`src/rtl/trig_strip_pkg.sv`:
```
package trig_strip_pkg;
  parameter int DATA_W    = 32;
  parameter int SLOT_W    = 8;
  parameter int PAY_WORDS = 8;
  localparam int IDX_W    = $clog2(PAY_WORDS);
  localparam int ADDR_W   = SLOT_W + IDX_W;

  typedef enum logic [1:0] {ST_IDLE, ST_HDR, ST_PAY} rx_state_e;

  typedef struct packed {
    logic              last;
    logic [ADDR_W-1:0] addr;
    logic [DATA_W-1:0] data;
  } pay_entry_t;
endpackage

```
`src/rtl/trig_strip_rx.sv`:
```
module trig_strip_rx
  import trig_strip_pkg::*;
#(
  parameter int HDR_WORDS  = 10,
  parameter int FIFO_DEPTH = 6,
  localparam int HC_W  = $clog2(HDR_WORDS + 1),
  localparam int PC_W  = $clog2(PAY_WORDS + 1),
  localparam int CNT_W = $clog2(FIFO_DEPTH + 1)
) (
  input  logic             clk,
  input  logic             rst_n,
  input  logic             acc,
  input  logic             in_sop,
  input  logic             in_eop,
  input  logic [CNT_W-1:0] fifo_level,
  input  logic             fifo_pop,
  output logic             push,
  output logic             first_word,
  output logic             last_word,
  output logic [IDX_W-1:0] word_idx,
  output logic [CNT_W-1:0] rewind_n,
  output logic             len_err
);
  rx_state_e       state_q, state_d;
  logic [HC_W-1:0] hcnt_q, hcnt_d;
  logic [PC_W-1:0] pidx_q, pidx_d;
  logic            err_now;

  always_comb begin
    state_d = state_q;
    hcnt_d  = hcnt_q;
    pidx_d  = pidx_q;
    err_now = 1'b0;
    push    = 1'b0;
    if (acc) begin
      if (in_sop) begin
        // a packet still in progress is cut short by a new start
        err_now = (state_q != ST_IDLE) || in_eop;
        state_d = in_eop ? ST_IDLE : ST_HDR;
        hcnt_d  = HC_W'(1);
        pidx_d  = '0;
      end else begin
        unique case (state_q)
          ST_HDR: begin
            if (in_eop) begin
              err_now = 1'b1;
              state_d = ST_IDLE;
            end else if (hcnt_q == HC_W'(HDR_WORDS - 1)) begin
              state_d = ST_PAY;
              pidx_d  = '0;
            end else begin
              hcnt_d = hcnt_q + HC_W'(1);
            end
          end
          ST_PAY: begin
            if (in_eop && (pidx_q != PC_W'(PAY_WORDS - 1))) begin
              err_now = 1'b1;
              state_d = ST_IDLE;
            end else begin
              push   = 1'b1;
              pidx_d = pidx_q + PC_W'(1);
              if (pidx_q == PC_W'(PAY_WORDS - 1)) state_d = ST_IDLE;
            end
          end
          default: ;
        endcase
      end
    end
  end

  // Entries of the cut packet sit at the FIFO tail; count those still present.
  always_comb begin
    int left;
    int mine;
    left = int'(fifo_level) - int'(fifo_pop);
    mine = int'(pidx_q);
    rewind_n = '0;
    if (err_now && (state_q == ST_PAY))
      rewind_n = CNT_W'((mine < left) ? mine : left);
  end

  assign word_idx   = pidx_q[IDX_W-1:0];
  assign first_word = push && (pidx_q == '0);
  assign last_word  = (pidx_q == PC_W'(PAY_WORDS - 1));

  always_ff @(posedge clk) begin
    if (!rst_n) begin
      state_q <= ST_IDLE;
      hcnt_q  <= '0;
      pidx_q  <= '0;
      len_err <= 1'b0;
    end else begin
      state_q <= state_d;
      hcnt_q  <= hcnt_d;
      pidx_q  <= pidx_d;
      len_err <= err_now;
    end
  end


  pidx_bound_chk: assert property (@(posedge clk) disable iff (!rst_n)
    pidx_q <= PC_W'(PAY_WORDS));


  err_pulse_chk: assert property (@(posedge clk) disable iff (!rst_n)
    len_err |-> !$past(push));
endmodule

```
`src/rtl/trig_strip_addr.sv`:
```
module trig_strip_addr
  import trig_strip_pkg::*;
(
  input  logic              clk,
  input  logic              rst_n,
  input  logic              first_word,
  input  logic [SLOT_W-1:0] evid_field,
  input  logic [IDX_W-1:0]  word_idx,
  output logic [ADDR_W-1:0] addr
);
  logic [SLOT_W-1:0] slot_q;

  always_ff @(posedge clk) begin
    if (!rst_n)          slot_q <= '0;
    else if (first_word) slot_q <= evid_field;
  end

  assign addr = {(first_word ? evid_field : slot_q), word_idx};
endmodule

```
`src/rtl/trig_strip_fifo.sv`:
```
module trig_strip_fifo
  import trig_strip_pkg::*;
#(
  parameter int DEPTH = 6,
  localparam int PTR_W = (DEPTH > 1) ? $clog2(DEPTH) : 1,
  localparam int CNT_W = $clog2(DEPTH + 1)
) (
  input  logic             clk,
  input  logic             rst_n,
  input  logic             push,
  input  pay_entry_t       wr_entry,
  input  logic             pop,
  input  logic [CNT_W-1:0] rewind_n,
  output pay_entry_t       rd_entry,
  output logic [CNT_W-1:0] level,
  output logic             full,
  output logic             empty
);
  pay_entry_t       mem [DEPTH];
  logic [PTR_W-1:0] wr_q, rd_q;
  logic [CNT_W-1:0] cnt_q;

  function automatic logic [PTR_W-1:0] ptr_step(input logic [PTR_W-1:0] p, input int n);
    int s;
    s = int'(p) + n;
    if (s >= DEPTH) s = s - DEPTH;
    if (s < 0)      s = s + DEPTH;
    return PTR_W'(s);
  endfunction

  always_ff @(posedge clk) begin
    if (push) mem[wr_q] <= wr_entry;
  end

  always_ff @(posedge clk) begin
    if (!rst_n) begin
      wr_q  <= '0;
      rd_q  <= '0;
      cnt_q <= '0;
    end else begin
      wr_q  <= push ? ptr_step(wr_q, 1) : ptr_step(wr_q, -int'(rewind_n));
      rd_q  <= pop ? ptr_step(rd_q, 1) : rd_q;
      cnt_q <= CNT_W'(int'(cnt_q) + int'(push) - int'(pop) - int'(rewind_n));
    end
  end

  assign rd_entry = mem[rd_q];
  assign level    = cnt_q;
  assign full     = (cnt_q == CNT_W'(DEPTH));
  assign empty    = (cnt_q == '0);


  no_overflow_chk: assert property (@(posedge clk) disable iff (!rst_n)
    push |-> !full);


  level_bound_chk: assert property (@(posedge clk) disable iff (!rst_n)
    cnt_q <= CNT_W'(DEPTH));


  rewind_bound_chk: assert property (@(posedge clk) disable iff (!rst_n)
    (int'(rewind_n) + int'(pop)) <= int'(cnt_q));
endmodule

```
`src/rtl/trig_hdr_strip.sv`:
```
module trig_hdr_strip
  import trig_strip_pkg::*;
#(
  parameter int HDR_WORDS  = 10,
  parameter int FIFO_DEPTH = 6,
  parameter int EVID_LSB   = 0,
  localparam int CNT_W = $clog2(FIFO_DEPTH + 1)
) (
  input  logic              clk,
  input  logic              rst_n,
  input  logic              in_valid,
  output logic              in_ready,
  input  logic [DATA_W-1:0] in_data,
  input  logic              in_sop,
  input  logic              in_eop,
  input  logic              buf_ready,
  output logic              buf_we,
  output logic [ADDR_W-1:0] buf_addr,
  output logic [DATA_W-1:0] buf_wdata,
  output logic              pkt_done,
  output logic              len_err
);
  logic             acc, push, first_word, last_word, pop, full, empty;
  logic [IDX_W-1:0] word_idx;
  logic [CNT_W-1:0] level, rewind_n;
  logic [ADDR_W-1:0] wr_addr;
  pay_entry_t       wr_entry, rd_entry;

  assign in_ready = !full;
  assign acc      = in_valid && in_ready;
  assign pop      = !empty && buf_ready;

  trig_strip_rx #(.HDR_WORDS(HDR_WORDS), .FIFO_DEPTH(FIFO_DEPTH)) u_rx (
    .clk(clk), .rst_n(rst_n), .acc(acc), .in_sop(in_sop), .in_eop(in_eop),
    .fifo_level(level), .fifo_pop(pop), .push(push), .first_word(first_word),
    .last_word(last_word), .word_idx(word_idx), .rewind_n(rewind_n),
    .len_err(len_err)
  );

  trig_strip_addr u_addr (
    .clk(clk), .rst_n(rst_n), .first_word(first_word),
    .evid_field(in_data[EVID_LSB +: SLOT_W]), .word_idx(word_idx),
    .addr(wr_addr)
  );

  assign wr_entry = '{last: last_word, addr: wr_addr, data: in_data};

  trig_strip_fifo #(.DEPTH(FIFO_DEPTH)) u_fifo (
    .clk(clk), .rst_n(rst_n), .push(push), .wr_entry(wr_entry), .pop(pop),
    .rewind_n(rewind_n), .rd_entry(rd_entry), .level(level), .full(full),
    .empty(empty)
  );

  assign buf_we    = pop;
  assign buf_addr  = rd_entry.addr;
  assign buf_wdata = rd_entry.data;
  assign pkt_done  = pop && rd_entry.last;


  done_last_chk: assert property (@(posedge clk) disable iff (!rst_n)
    pkt_done |-> (buf_we && (buf_addr[IDX_W-1:0] == IDX_W'(PAY_WORDS - 1))));


  grant_chk: assert property (@(posedge clk) disable iff (!rst_n)
    buf_we |-> buf_ready);
endmodule

```
`config.mk`:
```
export PLATFORM = sky130hd
export DESIGN_NAME = trig_hdr_strip
export DESIGN_NICKNAME = d
export VERILOG_FILES = /design/src/rtl/trig_strip_pkg.sv /design/src/rtl/trig_strip_rx.sv /design/src/rtl/trig_strip_addr.sv /design/src/rtl/trig_strip_fifo.sv /design/src/rtl/trig_hdr_strip.sv
export SDC_FILE = /design/constraint.sdc
export NUM_CORES = 1
export LEC_CHECK = 0
export BUFFER_PORTS_ARGS = -buffer_cell sky130_fd_sc_hd__buf_2
export CAP_MARGIN = 25
export CORE_MARGIN = 1
export CORE_UTILIZATION = 34
export CTS_BUF_LIST = sky130_fd_sc_hd__clkbuf_8 sky130_fd_sc_hd__clkbuf_16
export CTS_CLUSTER_DIAMETER = 200
export DETAILED_ROUTE_END_ITERATION = 12
export GPL_ROUTABILITY_DRIVEN = 0
export PLACE_DENSITY_LB_ADDON = 0.2
export RECOVER_POWER = 50
export SETUP_SLACK_MARGIN = 0.1
export SLEW_MARGIN = 30
export SYNTH_ARGS = -nofsm -noshare
export SYNTH_HDL_FRONTEND = slang
export SYNTH_HIERARCHICAL = 1
export SYNTH_SLANG_ARGS = --single-unit
```
`constraint.sdc`:
```
create_clock -name clk -period 5.9 [get_ports clk]
set_input_delay 1.18 -clock clk [delete_from_list [all_inputs] [get_ports clk]]
set_output_delay 1.18 -clock clk [all_outputs]
set_load 0.03 [all_outputs]
```
## Word-level counts from Yosys, hierarchy flattened

Memories as Yosys holds them, arrays and structs flattened. A register that Yosys moved wholly into a read port is not among the register bits.
Index checks and enable logic that the tools add are counted.

| storage, ports and cells | value |
|---|---|
| bits in registers | 28 |
| memory bits (writable) | 264 |
| bits of input ports | 38 |
| output and inout bits | 47 |
| word-level logic and storage cells | 104 |
| memories kept | 1 |

Memories:

| name | depth | bits a word | rd ports | clocked after memory_dff | write ports | RTL line | source |
|---|---|---|---|---|---|---|---|
| u_fifo.mem | 6 | 44 | 1 | 1 | 1 | trig_strip_fifo.sv:19 | `pay_entry_t mem [DEPTH];` |

| cells by class | value |
|---|---|
| add/subtract/negate cells | 16 |
| $lt $le $gt $ge | 7 |
| equality and inequality tests | 13 |
| muxes and demuxes | 42 |
| reduce and logical (&&, ||, !) cells | 17 |

Operators with widths:

| cell | number |
|---|---|
| $mux W32 | 6 |
| $ge A32 B4 Y1 const B | 3 |
| $lt A32 B1 Y1 const B | 3 |
| $sub A32 B4 Y32 const B | 3 |
| $add A4 B32 Y32 | 1 |
| $mux W4 | 8 |
| $neg A3 Y32 | 1 |
| $mux W3 | 8 |
| $ne A4 B3 Y1 const B | 3 |
| $mux W1 | 11 |
| $mux W2 | 5 |
| $add A3 B2 Y3 const B | 3 |
| $add A3 B1 Y4 const B | 2 |
| $add A4 B1 Y4 const B | 2 |
| $mux W8 | 1 |
| $pmux W4 S2 | 1 |
| $reduce_and A4 Y1 | 2 |
| $logic_and A1 B1 Y1 | 6 |
| $ne A3 B3 Y1 const B | 2 |
| $lt A5 B4 Y1 | 1 |
| $reduce_and A5 Y1 | 1 |
| $eq A4 B3 Y1 const B | 1 |
| $eq A4 B4 Y1 const B | 1 |
| $logic_not A4 Y1 | 1 |
| other kinds (16) | 19 |

## Depth between registers and ports, before layout

| depth | value |
|---|---|
| depth after elaboration | 16 |
| mapped depth | 18 |
| gate-level depth less buffers | 18 |

## Hierarchy

The synthesis kept the hierarchy.

Modules (own cells, without submodules):

| module | instances | cells an instance | area an instance (µm²) | seq. area each (µm²) |
|---|---|---|---|---|
| trig_strip_fifo | 1 | 581 | 10916.7 | 8167.8 |
| trig_strip_rx | 1 | 112 | 934.6 | 220.2 |
| trig_strip_addr | 1 | 28 | 366.6 | 160.2 |
| trig_hdr_strip | 1 | 4 | 25.0 | 0.0 |

## Worst setup path after synthesis

No wires, ideal clock.

| timing path | value |
|---|---|
| path type | input to register |
| start point | input in_sop |
| end point | memory u_fifo/mem[0][0] in the netlist's numbering, enable pin |
| setup time | 0.500 ns |
| data arrival time | 5.199 ns |
| required time | 5.400 ns |
| setup slack | 0.200 ns |
| stages on the path | 5 |
| buffers on the path | 0 |
| path through | nor2b_1 > nand2_1 > a21oi_1 > nand2b_1 > nor3_1 |

| between the ends | value |
|---|---|
| longest elaborated chain between the ends | 4 |

RTL lines:

| item | RTL line | source |
|---|---|---|
| from (decl) | trig_hdr_strip.sv:14 | `input logic in_sop,` |
| $mux W1 | trig_strip_rx.sv:36 | `if (in_sop) begin` |
| $mux W1 | trig_strip_rx.sv:35 | `if (acc) begin` |
| net push | trig_hdr_strip.sv:23 | `logic acc, push, first_word, last_word, pop, full, empty;` |
| $mux W1 | trig_strip_fifo.sv:32 | `if (push) mem[wr_q] <= wr_entry;` |
| $mux W1 (not written as such) | trig_strip_fifo.sv:32 |  |
| to (decl) | trig_strip_fifo.sv:19 |  |

The timed path passes the listed nets, and every way through them passes these cells.

## Worst setup path in the final report

| timing path | value |
|---|---|
| start point | input buf_ready |
| end point | register u_fifo.wr_q[2] |

| between the ends | value |
|---|---|
| longest elaborated chain between the ends | 13 |
| elaborated cells on any way between the ends | 15 |
| classes of those cells | 5 x add/sub; 3 x order compare; 6 x mux; 1 x reduce/logical |

RTL lines:

| item | RTL line | source |
|---|---|---|
| from (decl) | trig_hdr_strip.sv:16 | `input logic buf_ready,` |
| $logic_and A1 B1 Y1 (*) | trig_hdr_strip.sv:31 | `assign pop = !empty && buf_ready;` |
| $sub A3 B1 Y4 (*) | trig_strip_rx.sv:75 | `left = int'(fifo_level) - int'(fifo_pop);` |
| $lt A5 B4 Y1 | trig_strip_rx.sv:79 | `rewind_n = CNT_W'((mine < left) ? mine : left);` |
| $mux W3 (*) | trig_strip_rx.sv:79 |  |
| $mux W3 (*) | trig_strip_rx.sv:78 | `if (err_now && (state_q == ST_PAY))` |
| net rewind_n[1] | trig_hdr_strip.sv:25 | `logic [CNT_W-1:0] level, rewind_n;` |
| $neg A3 Y32 (*) | trig_strip_fifo.sv:41 | `wr_q <= push ? ptr_step(wr_q, 1) : ptr_step(wr_q, -int'(rewind_n));` |
| $add A4 B32 Y32 (*) | trig_strip_fifo.sv:25 | `s = int'(p) + n;` |
| $sub A32 B4 Y32 / $ge A32 B4 Y1 (equally long branches) | trig_strip_fifo.sv:26 | `if (s >= DEPTH) s = s - DEPTH;` |
| $mux W32 (*) | trig_strip_fifo.sv:26 |  |
| $mux W32 (*) | trig_strip_fifo.sv:36 | `if (!rst_n) begin` |
| $lt A32 B1 Y1 / $add A3 B2 Y3 (equally long branches) | trig_strip_fifo.sv:27 | `if (s < 0) s = s + DEPTH;` |
| $mux W3 (*) | trig_strip_fifo.sv:27 |  |
| $mux W3 (*) | trig_strip_fifo.sv:41 |  |
| to (signal assigned) | trig_strip_fifo.sv:41 |  |
| to (decl) | trig_strip_fifo.sv:20 | `logic [PTR_W-1:0] wr_q, rd_q;` |

The timed path passes the listed nets; every way through them passes the cells marked *. The select of a mux whose other input is x is not followed.
A chain may end at the register's enable or synchronous reset.

==> impl_metrics.toml <==
[clock_network]
cts_tree = "yes"
cts.htree.levels = 1
hold_buffers = 0
cts-root-buf = "clkbuf_16"
post_cts_buffers = 0
clk_pin_slew_worst_paths_ns = 0.06
clkLatencyLatePin_ns = 0.56
cts_inserted_buffers = 31
cts.sinks = 295
clockBufferDepth = 3
post_cts_resized = 0

[placed_design]
portBuffers = 84
postPlaceCellArea_sq_um = 13200
pre_cts_slack_ns = 0.567
dp_hpwl_microns = 14300

[timing]
hold_violations = 0
fin_worst_skew_ns = 0.0145
worst_pin_slew_ns = 1.35
fin_ws_ns = 1.14
rsz0062_at_grt = "false"
slew_headroom_pct = 10.1
setup_viol = 0
finalMaxSlewViolations = 0
fmax_mhz = 210
fin_crit_ns = 4.76
finalSetupTns_ns = 0
fin_crit_sh_pct = 80.7

[floorplan]
die_w_microns = 192
num_rows = 69
ios = 85
die_area_sq_um = 36800
die_h_microns = 192
initial_core_util_pct = 34.5
core_area_sq_um = 35500

[drt]
drt_iter0_markers = 311
vias = 6312
dr.pass1.iters = 4
ant_nets = 0
drt_wl_total_microns = 24300
avgRoutedWirePerCell_microns = 18.6
drc = 0
vias_per_cell = 4.83

[logic_synthesis]
synthXorXnorAreaFrac_pct = 0.715
synth_enable_flop_cells = 264
ys_types = 63
synth_compound_area_share_pct = 5.23
yosys.area_share.adder_pct = 3.11
syn_avg_cell_area_sq_um = 16.9
synth-seq-cells = 295
yosys_warnings = 6
synth-simple-area-share_pct = 5.09
synth_cells = 725
synth_mux_area_share_pct = 12.8
ys_seq_area_share_pct = 69.8
syn-cell-area_sq_um = 12200
async_reset_ff_share_pct = 0
synth_nets = 791
synth_top_family_by_area = "multiplexers"
synthFlopType = "edfxtp_1"

[flow_run]
max_cap_violations = 0

[worst_hold_path]
hold_class = "reg -> reg"

[setup_path]
critPathArrivalTime_ns = 5.26
cp-end-kind = "flop"
worstPathRequired_ns = 6.40
worstSetupPathType = "in -> reg"
start_kind = "primary input"
crit_fanout = 4

[global_route]
antenna_found_initial = 1
grt_pass1_vias = 6388
grt_first_pass_wirelength_microns = 37200
grt_util_all_layers_pct = 13.4
overflow = 0
grt_max_degree = 61

[finish]
mostFrequentLayoutCell = "edfxtp_1"
fin_util_pct = 39.8
area_growth_pct = 15.3
fillCellCount = 3298
num-nets-final = 888
final_cell_mix = "edfxtp_1 (264), a21oi_1 (56), nor2_1 (53)"
stdcell_area_sq_um = 14100
final_layout_size_suffix_gt1_share_pct = 20.0
diodes = 0

[power_and_ir_drop]
power_density_nw_per_um2 = 419
leakage_nw = 4.75
ir_worst_vdd_mv = 0.266

[run_status]
outcome = "completed"
-- through the flow --
step                      std cells  power (mW)  hold WS (ns)
after floorplan                 725        3.68         0.451
after global placement         1250        4.07         0.472
after detailed placement       1250        4.08         0.479
after CTS                      1307        6.03         0.487
after global routing           1307        6.21         0.525
final                          1307        5.92         0.482
-- layer usage --
metal / vias up / GRT usage (%) / part of all wire (%)
li1: 3004 / - / -
met1: 3168 / 17.9 / 46
met2: 103 / 22.6 / 48
met3: 35 / 2.32 / 3.9
met4: 2 / 2.96 / 1.8
met5: - / 0 / 0.070
-- critical path: stages --
cell,delay [ns]
buf_2,0.10
nor2b_1,0.13
ha_1,0.18
ha_1,0.30
ha_1,0.28
o21a_1,0.11
o21a_1,0.20
or2_2,0.31
a211oi_1,0.42
inv_1,0.16
fa_1,0.46
fa_1,0.58
ha_1,0.27
nand2_1,0.07
o21ai_0,0.07
a221oi_1,0.26
o32a_1,0.19
-- worst paths after layout --
| kind | cells past startpoint | slack, ns | endpoint | start |
|---|---|---|---|---|
| worst max register to register | 17 | 1.33 | u_fifo/wr_q[2]$_SDFF_PN0_ | u_fifo/level[1]$_SDFF_PN0_ |
| worst min register to register | 2 | 0.48 | u_rx/state_q[1]$_SDFFE_PN0P_ | u_rx/state_q[1]$_SDFFE_PN0P_ |
| worst max-delay path | 17 | 1.14 | u_fifo/wr_q[2]$_SDFF_PN0_ | buf_ready |
| worst min-delay path | 2 | 0.48 | u_rx/state_q[1]$_SDFFE_PN0P_ | u_rx/state_q[1]$_SDFFE_PN0P_ |
-- where the power goes --
| part | internal, mW | switching, mW |
|---|---|---|
| logic | 0.606 | 0.909 |
| registers | 2.30 | 0.171 |
| clock network | 1.15 | 0.776 |
| total | 4.06 | 1.86 |
-- registers in the layout (all words and copies together) (netlist names), named ones only --
signal and count:
u_addr/slot_q 8, u_fifo/level 3, u_fifo/mem 264, u_fifo/rd_q 3
u_fifo/wr_q 3, u_rx/hcnt_q 4, u_rx/len_err 1, u_rx/pidx_q 4
u_rx/state_q 2
-- logic make-up (layout without fill, tap and decap cells) --
family,Yosys count,count (layout)
simple gates,126,126
mux,98,98
compound gates,102,102
buf+inv,66,187
xor+xnor,10,10
flops,295,295
fa+ha+maj,28,28
-- synthesized netlist by cell type, types with 3 or more instances --
master / number / area share (%)
buf_6: 4 / 0.37
buf_1: 5 / 0.15
xnor2_1: 4 / 0.29
buf_2: 8 / 0.33
nor3_1: 9 / 0.37
nand3_1: 4 / 0.16
fa_1: 4 / 0.65
nand4_1: 4 / 0.20
a21boi_0: 3 / 0.18
dfxtp_1: 31 / 5.1
ha_1: 24 / 2.5
o21ai_0: 8 / 0.33
edfxtp_1: 264 / 65
o21a_1: 3 / 0.18
nand2_1: 13 / 0.40
and2_1: 14 / 0.72
mux2i_1: 46 / 3.8
inv_1: 28 / 0.86
xor2_1: 6 / 0.43
buf_4: 10 / 0.61
a21oi_1: 56 / 2.3
nor2b_1: 7 / 0.36
a211oi_1: 3 / 0.18
mux4_2: 44 / 8.1
buf_12: 4 / 0.65
clkbuf_1: 6 / 0.18
mux2_4: 8 / 0.98
nor2_1: 55 / 1.7
nand2b_1: 4 / 0.20
-- layout make-up --
class / count / area (sq um) / area share [%]
repair buffers: 102 / 544 / 3.86
clock buffers: 33 / 803 / 5.69
flip-flops and latches: 295 / 8560 / 60.6
multi-input cells: 364 / 3300 / 23.4
well taps: 461 / 577 / 4.09
inverters: 28 / 105 / 0.745
clock inverters: 24 / 224 / 1.59
Power figures use the tool's default switching activity.
